$ cat src/rtl/bs_pkg.sv
package bs_pkg;
  typedef enum logic [2:0] {
    BK_NONE  = 3'd0,
    BK_COND  = 3'd1,
    BK_JREG  = 3'd2,
    BK_CALL  = 3'd3,
    BK_CALLR = 3'd4,
    BK_RET   = 3'd5
  } br_kind_t;

  localparam logic [3:0] CC_LT = 4'd10;
endpackage

$ cat src/rtl/bs_rst_sync.sv
module bs_rst_sync (
  input  logic clk,
  input  logic rst_n,
  output logic rst_q_n
);
  logic meta_q;

  always_ff @(posedge clk or negedge rst_n) begin
    if (!rst_n) begin
      meta_q  <= 1'b0;
      rst_q_n <= 1'b0;
    end else begin
      meta_q  <= 1'b1;
      rst_q_n <= meta_q;
    end
  end
endmodule

$ cat src/rtl/bs_cond_eval.sv
module bs_cond_eval (
  input  logic [3:0] cc,
  input  logic [3:0] flg,
  output logic       hit
);
  logic fn, fz, fv, fc, base;

  assign fn = flg[3];
  assign fz = flg[2];
  assign fv = flg[1];
  assign fc = flg[0];

  // Pairs share a base test; the low bit of the code inverts it.
  always_comb begin
    unique case (cc[3:1])
      3'd0:    base = 1'b1;
      3'd1:    base = fz;
      3'd2:    base = fc;
      3'd3:    base = fn;
      3'd4:    base = fv;
      3'd5:    base = fn ^ fv;
      3'd6:    base = (fn ^ fv) | fz;
      default: base = fc | fz;
    endcase
  end

  assign hit = base ^ cc[0];
endmodule

$ cat src/rtl/bs_target.sv
module bs_target
  import bs_pkg::*;
#(
  parameter int AW  = 32,
  parameter int DW  = 12,
  parameter int CDW = 9
) (
  input  br_kind_t          kind,
  input  logic [AW-1:0]     pc,
  input  logic [AW-1:0]     regv,
  input  logic [AW-1:0]     rp,
  input  logic [DW-1:0]     disp,
  output logic [AW-1:0]     tgt
);
  localparam logic [AW-1:0] STEP = AW'(2);

  logic [AW-1:0] seq, off_c, off_l;

  assign seq   = pc + STEP;
  assign off_c = {{(AW-CDW-1){disp[CDW-1]}}, disp[CDW-1:0], 1'b0};
  assign off_l = {{(AW-DW-1){disp[DW-1]}}, disp, 1'b0};

  always_comb begin
    unique case (kind)
      BK_COND:           tgt = seq + off_c;
      BK_CALL:           tgt = seq + off_l;
      BK_JREG, BK_CALLR: tgt = regv & ~AW'(1);
      BK_RET:            tgt = rp;
      default:           tgt = seq;
    endcase
  end
endmodule

$ cat src/rtl/bs_link_reg.sv
module bs_link_reg #(
  parameter int AW = 32
) (
  input  logic          clk,
  input  logic          rst_n,
  input  logic          en,
  input  logic [AW-1:0] d,
  output logic [AW-1:0] q
);
  always_ff @(posedge clk or negedge rst_n) begin
    if (!rst_n) q <= '0;
    else if (en) q <= d;
  end
endmodule

$ cat src/rtl/branch_seq.sv
module branch_seq
  import bs_pkg::*;
#(
  parameter int          AW       = 32,
  parameter int          DW       = 12,
  parameter int          CDW      = 9,
  parameter logic [31:0] RESET_PC = 32'h0
) (
  input  logic          clk,
  input  logic          rst_n,
  input  logic [2:0]    ins_kind,
  input  logic          ins_delay,
  input  logic [3:0]    ins_cond,
  input  logic [3:0]    ins_flags,
  input  logic [AW-1:0] ins_reg,
  input  logic [DW-1:0] ins_disp,
  output logic [AW-1:0] pc_o,
  output logic          squash_o,
  output logic          bubble_o,
  output logic          slot_err_o,
  output logic [AW-1:0] rp_o
);
  localparam logic [AW-1:0] STEP   = AW'(2);
  localparam logic [AW-1:0] STEP2  = AW'(4);
  localparam logic [AW-1:0] PC_RST = AW'(RESET_PC) & ~AW'(1);

  logic          rst_q_n;
  br_kind_t      kind;
  logic          is_br, eff_br, cond_hit, taken, is_call;
  logic [AW-1:0] tgt;
  logic [AW-1:0] pc_q, pc_d, tgt_q;
  logic          bubble_q, bubble_d, slot_q, slot_d;

  bs_rst_sync u_rst (.clk(clk), .rst_n(rst_n), .rst_q_n(rst_q_n));

  bs_cond_eval u_cond (.cc(ins_cond), .flg(ins_flags), .hit(cond_hit));

  bs_target #(.AW(AW), .DW(DW), .CDW(CDW)) u_tgt (
    .kind(kind), .pc(pc_q), .regv(ins_reg), .rp(rp_o), .disp(ins_disp), .tgt(tgt)
  );

  bs_link_reg #(.AW(AW)) u_rp (
    .clk(clk), .rst_n(rst_q_n), .en(is_call),
    .d(pc_q + (ins_delay ? STEP2 : STEP)), .q(rp_o)
  );

  // Decode the current instruction; a bubble cycle decodes as nothing.
  always_comb begin
    kind = br_kind_t'(ins_kind);
    is_br = !bubble_q && (ins_kind >= 3'd1) && (ins_kind <= 3'd5);
    eff_br = is_br && !slot_q;
    taken = eff_br && ((kind != BK_COND) || cond_hit);
    is_call = eff_br && ((kind == BK_CALL) || (kind == BK_CALLR));
  end

  // Next-state: a bubble or a slot hands over to the held target.
  always_comb begin
    pc_d     = (bubble_q || slot_q) ? tgt_q : pc_q + STEP;
    bubble_d = taken && !ins_delay;
    slot_d   = taken && ins_delay;
  end

  always_ff @(posedge clk or negedge rst_q_n) begin
    if (!rst_q_n) begin
      pc_q     <= PC_RST;
      bubble_q <= 1'b0;
      slot_q   <= 1'b0;
    end else begin
      pc_q     <= pc_d;
      bubble_q <= bubble_d;
      slot_q   <= slot_d;
    end
  end

  always_ff @(posedge clk or negedge rst_q_n) begin
    if (!rst_q_n) tgt_q <= PC_RST;
    else if (taken) tgt_q <= tgt;
  end

  assign pc_o       = pc_q;
  assign squash_o   = bubble_d;
  assign bubble_o   = bubble_q;
  assign slot_err_o = is_br && slot_q;
endmodule

$ cat config.mk
export PLATFORM = sky130hd
export DESIGN_NAME = branch_seq
export DESIGN_NICKNAME = d
export VERILOG_FILES = /design/src/rtl/bs_pkg.sv /design/src/rtl/bs_rst_sync.sv /design/src/rtl/bs_cond_eval.sv /design/src/rtl/bs_target.sv /design/src/rtl/bs_link_reg.sv /design/src/rtl/branch_seq.sv
export SDC_FILE = /design/constraint.sdc
export NUM_CORES = 1
export LEC_CHECK = 0
export ABC_AREA = 1
export CAP_MARGIN = 20
export CORE_MARGIN = 4
export CORE_UTILIZATION = 50
export CTS_CLUSTER_DIAMETER = 50
export DETAILED_ROUTE_END_ITERATION = 7
export PLACE_DENSITY = 0.76
export SKIP_LAST_GASP = 1
export SYNTH_ARGS = -nofsm -noshare
export SYNTH_HDL_FRONTEND = slang
export SYNTH_SLANG_ARGS = --single-unit
$ cat constraint.sdc
create_clock -name clk -period 4.3 [get_ports clk]
set_input_delay 0.86 -clock clk [delete_from_list [all_inputs] [get_ports clk]]
set_output_delay 0.86 -clock clk [all_outputs]
set_load 0.005 [all_outputs]
# Word level (Yosys, flattened, before mapping)
# Cells that the tools add are included.
# Widths: inputs -> output; s select.
op_classes:
  n_reduce_logical: 16
  muxes: 4
  bitwise_logic: 4
  add_sub_neg: 4
  eq_ne: 12
  magnitude_cmp: 2
op_table:
  columns: ["op", "count"]
  rows:
  - ["$pmux 32 s4", 1]
  - ["$add 32x32->32", 2]
  - ["$add 32x2->32 const B", 1]
  - ["$add 32x3->32", 1]
  - ["$mux 32", 1]
  - ["$eq 3x3->1 const B", 5]
  - ["$eq 3x2->1 const B", 4]
  - ["$logic_and 1x1->1", 8]
  - ["$pmux 1 s7", 1]
  - ["$eq 3x1->1 const B", 2]
  - ["$ge 3x1->1 const B", 1]
  - ["$le 3x3->1 const B", 1]
  - ["$logic_not 1->1", 3]
  - ["$logic_not 3->1", 1]
  - ["$logic_or 1x1->1", 3]
  - ["$mux 3", 1]
  - ["$ne 3x1->1 const B", 1]
  - ["$or 1x1->1", 2]
  - ["$reduce_or 2->1", 1]
  - ["$xor 1x1->1", 2]
word_totals:
  in_bits: 58
  ff_bits: 100
  out_inout_bits: 67

# Longest topological paths before layout
# Gate-level depths: netlist (run 1).
logic_depth:
  depth_word: 7
  depth_mapped: 21

# Cells and area by module
# A second synthesis (run 1) with hierarchy kept.
hier_totals:
  hier_cells: 1529
  area_unflattened_um2: 9614.2
modules_own_cells:
  columns: ["module", "cells_per_inst", "seq_area_each_um2", "instances", "area_per_inst_um2"]
  rows:
  - ["bs_target", 816, 0.0, 1, 4102.7]
  - ["branch_seq", 548, 1651.6, 1, 4056.4]
  - ["bs_link_reg", 136, 800.8, 1, 1292.5]
  - ["bs_cond_eval", 26, 0.0, 1, 108.9]
  - ["bs_rst_sync", 3, 50.0, 1, 53.8]

# Worst setup path after synthesis (run 1)
# Ideal clock, no wire load.
synth_timing:
  path_type: "input port to flip-flop"
  startpoint: "input port ins_kind[2]"
  endpoint: "register tgt_q[15]"
  cell_stages: 17
  path_slack_ns: 1.168
  t_arrival_ns: 3.016
  path_buffers: 0
  cell_sequence: "inv_1 nand3_1 nand2_1 o21ai_0 inv_1 ha_1 nand2_1 inv_1 nand2_1 nand2_1 a21oi_1 nand2_1 or2_2 nand3_1 nand3b_1 nand2_1 nand2_1"
synth_between:
  elab_chain_cells: 5
  word_cells_on_any_way: 15
  cone_classes: "order compare: 2; eq/ne: 6; mux: 1; reduce/logical: 6"
synth_rtl:
  columns: ["item", "line", "rtl"]
  rows:
  - ["start: declaration", "branch_seq.sv:11", "input logic [2:0] ins_kind,"]
  - ["$ge 3x1->1", "branch_seq.sv:50", "is_br = !bubble_q && (ins_kind >= 3'd1) && (ins_kind <= 3'd5);"]
  - ["$logic_and 1x1->1 (2 in series)", "branch_seq.sv:50", null]
  - ["$logic_and 1x1->1", "branch_seq.sv:51", "eff_br = is_br && !slot_q;"]
  - ["$logic_and 1x1->1", "branch_seq.sv:52", "taken = eff_br && ((kind != BK_COND) || cond_hit);"]
  - ["end signal: assignment", "branch_seq.sv:77", "else if (taken) tgt_q <= tgt;"]
  - ["end: declaration", "branch_seq.sv:31", "logic [AW-1:0] pc_q, pc_d, tgt_q;"]
# Parallel ways exist; a longest one is shown, timed or not.
# A chain may end at the register's enable or synchronous reset.

# Final worst setup path (run 1)
layout_timing:
  startpoint: "register pc_q[11] (netlist: pc_o[11])"
  endpoint: "register tgt_q[15]"
layout_between:
  elab_chain_cells: 3
  word_cells_on_any_way: 4
  cone_classes: "add/sub: 3; mux: 1"
layout_rtl:
  columns: ["item", "line", "rtl"]
  rows:
  - ["start: declaration", "branch_seq.sv:31", null]
  - ["start signal: assignment", "branch_seq.sv:69", "pc_q <= pc_d;"]
  - ["$add 32x2->32 (*)", "bs_target.sv:19", "assign seq = pc + STEP;"]
  - ["$add 32x32->32 (on tied branches)", "bs_target.sv:26, bs_target.sv:25", null]
  - ["$pmux 32 s4 (*)", "bs_target.sv:24", "unique case (kind)"]
# Every way passes the cells marked *; elsewhere a longest branch is shown, timed or not.

==> results_dict.tcl, run 1 <==
set metrics [dict create \
    outcome "finished clean" \
    r2r_cells 17 \
    portBuffers 123 \
    grt_overflow_total 0 \
    clk_latency_ns 0.36 \
    wl_met1_um 12000 \
    cts_tree "yes" \
    slowest_delay_ns 0.48 \
    finalSetupTns_ns 0 \
    ir_drop_mv 0.340 \
    wl_um 27300 \
    globalplace.congestion 0.964 \
    drive_gt1_share_pct 4.08 \
    finalHoldViolCount 0 \
    grt_pass1_vias 8140 \
    layout_min_cycle_time_ns 3.71 \
    path_clk_slew_ns 0.08 \
    fillers 1544 \
    r2r-start "pc_o[11]" \
    finalSetupViolCount 0 \
    grt_pass1_wl_um 43300 \
    cts_sinks 100 \
    grt_util_all_layers_pct 30.5 \
    dr_wl_met2_um 12100 \
    dp_hpwl_um 21400 \
    drv_slew 0 \
    ys_async_sr_fraction_pct 100 \
    holdPathStages 0 \
    syn_avg_cell_area_um2 6.27 \
    antenna_found_initial 0 \
    drc 0 \
    maxCapViolCount 0 \
    p_leak_nw 5.03 \
    fin_skew_ns 0.0126 \
    relSlewSlack_pct 33.9 \
    holdCritPathClass "reg2reg" \
    cts_resized 0 \
    synth_edf_count 0 \
    viasPerCell 5.33 \
    dr.pass1.iters 5 \
    arrival_ns 3.95 \
    p_per_area_mw_per_mm2 616 \
    met3_length_um 2480 \
    cts_hold_buf 0 \
    path_cells "nand2_1 > nor2_1 > nand3_1 > nor2_1 > xor2_1 > ha_1 > nand2_1 > inv_1 > nand2_1 > nand2_1 > a21oi_1 > nand2_1 > or2_2 > nand3_1 > nand3b_1 > nand2_1 > nand2_1" \
    cpMostUsedCell "nand2_1" \
    dieArea_mm2 0.0184 \
    clockBufferDepth 2 \
    cts_buffers 9 \
    worstHoldStart "u_rst.meta_q" \
    synth-seq-area-share_pct 30.6 \
    synth_nets 1397 \
    h-tree-depth 3 \
    die_x_um 136 \
    syn_to_final_growth_pct 21.5 \
    yosysWarnings 0 \
    start_kind "register" \
    r2r_setup_slack_ns 0.59 \
    antenna_cells 0 \
    drt_iter0_drc 912 \
    ant_nets 0 \
    syn_area_mm2 0.00817 \
    top_layer_used "met4" \
    ys_ff_latch 100 \
    crit_fanout 5 \
    worstPathBufferInverterCount 1 \
    place_ws_ns 0.280 \
    die_h_um 136 \
    num-nets-final 1511 \
    instances_no_fill 1637 \
    dp.cells 1621 \
    start_util_pct 51.2 \
    required_ns 4.54 \
    vias 8720 \
    fp.coreArea_mm2 0.0159 \
    fin_crit_sh_pct 86.2 \
    power.total_mw 6.11 \
    synthDistinctLibCells 42 \
    fmax_mhz 270 \
    crit_path_end_kind "register" \
    wl_per_cell_um 16.7 \
    root_buffer "clkbuf_16" \
    path_delay_family "simple AND/OR/NAND/NOR gates" \
    boundaryPins 125 \
    regToRegEndpoint "tgt_q[15]" \
    cts_setup_buffers 0 \
    slowest_stage "dfrtp_1" \
    rows 46 \
    rsz0062_at_grt "false" \
    synthCells 1302 \
    synth-main-ff-cell "dfrtp_1" \
    tightest_slew_ns 0.990 \
    holdPathEnd "u_rst.rst_q_n" \
    grt_max_degree 54 \
    fin_ws_ns 0.593 \
    critPathKind "reg2reg" \
]
cell usage in the layout, fill, tap and decap left out, drive strengths merged:
cell type / instances
ha: 35
o2111ai: 5
o22ai: 1
nand3b: 10
nand3: 80
nor3: 23
or2: 8
nand4: 15
o21a: 1
clkinv: 2
buf: 11
and3: 1
a221oi: 8
and2: 6
clkdlybuf4s50: 123
nor4: 1
clkbuf: 10
o21ai: 69
inv: 188
dfrtp: 100
a31oi: 2
fa: 2
nand2: 501
clkinvlp: 2
xnor2: 12
conb: 1
a21oi: 36
nor2: 125
o21bai: 6
xor2: 34
a211oi: 1
a22o: 2
cell type report:
cell class | count | area (µm²) | share of cell area, %
Multi-Input combinational cell | 985 | 4840 | 48.8
Sequential cell | 100 | 2510 | 25.3
Timing Repair Buffer | 134 | 1330 | 13.4
Inverter | 186 | 698 | 7.04
Tap cell | 216 | 270 | 2.72
Clock buffer | 10 | 229 | 2.31
Clock inverter | 6 | 50.0 | 0.504
sequential cells by signal, indices dropped and copies added (netlist names):
| name | flops |
|---|---|
| u_rp.q | 32 |
| u_rst.rst_q_n | 1 |
| tgt_q | 32 |
| pc_o | 32 |
| bubble_o | 1 |
| u_rst.meta_q | 1 |
| slot_q | 1 |
Yosys cell counts (all sizes together), types with 2 or more instances:
| master | number | area [µm²] |
|---|---|---|
| dfrtp | 100 | 2500 |
| nand3b | 10 | 75.1 |
| buf | 9 | 46.3 |
| a22o | 2 | 17.5 |
| or2 | 8 | 50.1 |
| inv | 186 | 698 |
| nand2 | 501 | 1890 |
| xnor2 | 12 | 105 |
| and2 | 6 | 37.5 |
| nor3 | 23 | 153 |
| clkbuf | 22 | 83.8 |
| o21ai | 69 | 345 |
| fa | 2 | 40.0 |
| a31oi | 2 | 12.5 |
| ha | 35 | 438 |
| a21oi | 36 | 180 |
| o21bai | 6 | 45.0 |
| nand3 | 80 | 405 |
| nor2 | 125 | 487 |
| nand4 | 15 | 93.8 |
| xor2 | 34 | 305 |
| a221oi | 8 | 70.1 |
| o2111ai | 5 | 43.8 |
how the worst max path moves through the flow:
stage | start | to | slack, ns | cells past startpoint
2_1_floorplan | ins_kind[2] | tgt_q[15] | 1.17 | 17
3_3_place_gp | ins_kind[1] | tgt_q[23] | 0.34 | 19
3_5_place_dp | ins_kind[1] | tgt_q[23] | 0.28 | 19
6_report | pc_o[11] | tgt_q[15] | 0.59 | 17
5_1_grt | ins_kind[1] | tgt_q[24] | 0.30 | 18
4_1_cts | ins_kind[1] | tgt_q[23] | 0.64 | 19
kinds of logic (layout without fill, tap and decap cells):
group | Yosys count | in the layout | share of synthesized area (%)
adder cells (fa/ha/maj) | 37 | 37 | 5.85
XOR/XNOR | 46 | 46 | 5.03
flip-flops | 100 | 100 | 30.6
other | 1 | 1 | 0.0459
AO/OA/AOI/OAI | 131 | 131 | 9.01
AND/OR/NAND/NOR | 770 | 770 | 39.3
buffers and inverters | 217 | 336 | 10.1
where the power goes:
part	internal, mW	total, mW	switching (mW)
combinational	1.47	3.50	2.03
clock	0.399	0.773	0.374
sequential	1.34	1.84	0.495
layer usage:
metal  GRT usage (%)  vias to the layer above
li1                -                     4312
met1            44.5                     3968
met2            46.6                      391
met3            5.05                       49
met4            9.01                        0
met5               0                        -
metrics by stage:
step           area [µm²]  util [%]  hold slack, ns
2_1_floorplan        8170         -           0.331
3_3_place_gp         9640      60.5           0.335
4_1_cts              9920      62.2           0.364
6_report             9920      62.2           0.359
3_5_place_dp         9640      60.5           0.347
5_1_grt              9920      62.2           0.386
(Power assumes the default switching activity.)
==> inputs of run 2 (changes only) <==
--- a/config.mk
+++ b/config.mk
@@ -7,7 +7,7 @@
 export LEC_CHECK = 0
 export ABC_AREA = 1
 export CAP_MARGIN = 20
-export CORE_MARGIN = 4
+export CORE_MARGIN = 2
 export CORE_UTILIZATION = 50
 export CTS_CLUSTER_DIAMETER = 50
 export DETAILED_ROUTE_END_ITERATION = 7
==> run 2 against run 1 <==
Sequential share of layout area is essentially flat. Routed wire length shrank 2.6%. Die area shrank 5.8%. Clock power grew 2%. Sequential power is essentially flat. Clock-buffer cell count shrank 1. Register-to-register slack gained 0.13 ns. Clock skew shrank 0.0022 ns. Combinational power is essentially flat. Largest cell class unchanged.
==> results_dict.tcl, run 2 (synthesis gave the netlist of run 1 again) <==
set metrics [dict create \
    worstHoldStart "u_rst.meta_q" \
    vias 8714 \
    finalSetupViolCount 0 \
    globalplace.congestion 0.941 \
    clk_latency_ns 0.35 \
    grt_pass1_vias 7964 \
    portBuffers 123 \
    wl_per_cell_um 16.3 \
    die_h_um 132 \
    start_kind "input pin" \
    required_ns 4.59 \
    ant_nets 0 \
    cts_hold_buf 0 \
    num-nets-final 1511 \
    holdCritPathClass "reg2reg" \
    grt_max_degree 66 \
    finalSetupTns_ns 0 \
    dp.cells 1621 \
    path_clk_slew_ns 0.07 \
    outcome "finished clean" \
    p_leak_nw 5.04 \
    cts_buffers 9 \
    wl_um 26600 \
    grt_overflow_total 0 \
    viasPerCell 5.32 \
    root_buffer "clkbuf_16" \
    grt_pass1_wl_um 42300 \
    slowest_stage "clkdlybuf4s50_1" \
    dp_hpwl_um 20500 \
    ir_drop_mv 0.302 \
    drc 0 \
    crit_path_end_kind "register" \
    place_area_mm2 0.00964 \
    path_delay_family "simple AND/OR/NAND/NOR gates" \
    path_cells "clkdlybuf4s50_1 > nand3_1 > o21ai_0 > buf_4 > inv_1 > buf_12 > ha_1 > nand2_1 > nor2_1 > and2_1 > nand2_1 > nand2_1 > nand2_1 > nand3b_1 > nand3_1 > nand2_1 > nand2_1 > nand2_1" \
    drive_gt1_share_pct 4.15 \
    dieArea_mm2 0.0174 \
    die_x_um 132 \
    fin_skew_ns 0.0104 \
    r2r-start "pc_o[11]" \
    instances_no_fill 1637 \
    maxCapViolCount 0 \
    boundaryPins 125 \
    grt_util_all_layers_pct 30.8 \
    cts_resized 0 \
    drt_iter0_drc 1025 \
    fmax_mhz 276 \
    fin_crit_sh_pct 84.3 \
    final_cell_mix "496 x nand2_1, 180 x inv_1, 123 x clkdlybuf4s50_1" \
    relSlewSlack_pct 30.6 \
    syn_to_final_growth_pct 21.6 \
    antenna_found_initial 2 \
    slowest_delay_ns 0.57 \
    critPathLaunch "ins_kind[1]" \
    cpMostUsedCell "nand2_1" \
    cts_sinks 100 \
    fp.coreArea_mm2 0.0159 \
    finalHoldViolCount 0 \
    final_area_mm2 0.00993 \
    worstPathBufferInverterCount 4 \
    fin_ws_ns 0.675 \
    cts_tree "yes" \
    antenna_cells 0 \
    rsz0062_at_grt "false" \
    place_ws_ns 0.335 \
    arrival_ns 3.92 \
    critPathKind "in2reg" \
    cts_setup_buffers 0 \
    p_per_area_mw_per_mm2 616 \
    drv_slew 0 \
    crit_fanout 23 \
    tightest_slew_ns 1.04 \
    final_common_cell "nand2_1" \
    start_util_pct 51.2 \
    layout_min_cycle_time_ns 3.62 \
    rows 46 \
    h-tree-depth 3 \
    clockBufferDepth 2 \
    dr.pass1.iters 5 \
]
-- run 2: cell types whose count changed in the layout (fill, tap and decap cells not counted) --
cell / before / now
clkinvlp_4: 2 / 1
clkbuf_1: 1 / 0
clkinv_4: 2 / 1
clkinv_2: 0 / 1
inv_6: 2 / 4
-- run 2: worst register-to-register path, stage by stage (launching register included) --
cell	delay [ns]
dfrtp_1	0.50
nand2_1	0.21
nor2_1	0.33
nand3_1	0.22
nor2_1	0.37
xor2_1	0.36
ha_1	0.32
nand2_1	0.10
inv_1	0.06
nand2_1	0.07
nand2_1	0.06
a21oi_1	0.11
nand2_1	0.18
or2_2	0.33
nand3_1	0.07
nand3b_1	0.07
nand2_1	0.06
nand2_1	0.06
-- run 2: metrics by stage --
| step | hold WS (ns) | total power [mW] | utilization (%) |
|---|---|---|---|
| after global placement | 0.341 | 5.17 | 60.5 |
| after floorplan | 0.331 | 3.84 | - |
| after CTS | 0.363 | 6.04 | 62.3 |
| after detailed placement | 0.338 | 5.23 | 60.5 |
| after global routing | 0.369 | 6.61 | 62.3 |
| final | 0.360 | 6.11 | 62.3 |
-- run 2: path summary, 6_finish.rpt --
check | slack [ns] | cells after the start | end
min | 0.36 | 0 | u_rst.rst_q_n
max | 0.68 | 18 | tgt_q[23]
min reg2reg | 0.36 | 0 | u_rst.rst_q_n
max reg2reg | 0.72 | 17 | tgt_q[15]
min in group asynchronous | 0.45 | 0 | u_rp.q[26]
max in group asynchronous | 2.90 | 1 | tgt_q[12]
-- run 2: area by class of cell --
cell class	count	area (µm²)
clock buffer	9	225
clock inverter	7	56.3
fill	1474	6020
inverter	186	698
multi-input combinational	985	4840
sequential	100	2510
tap	216	270
timing repair buffer	134	1330
-- run 2: routing by layer --
metal,wire (µm),GRT usage [%],vias to the layer above
li1,-,-,4308
met1,11700,44.8,3953
met2,11700,47.3,414
met3,2690,5.27,39
met4,538,8.76,0
met5,0,0,-
-- run 2: report_power, final --
part / total (mW) / switching (mW) / internal (mW)
clock: 0.788 / 0.387 / 0.401
sequential: 1.84 / 0.498 / 1.34
combinational: 3.48 / 2.01 / 1.47
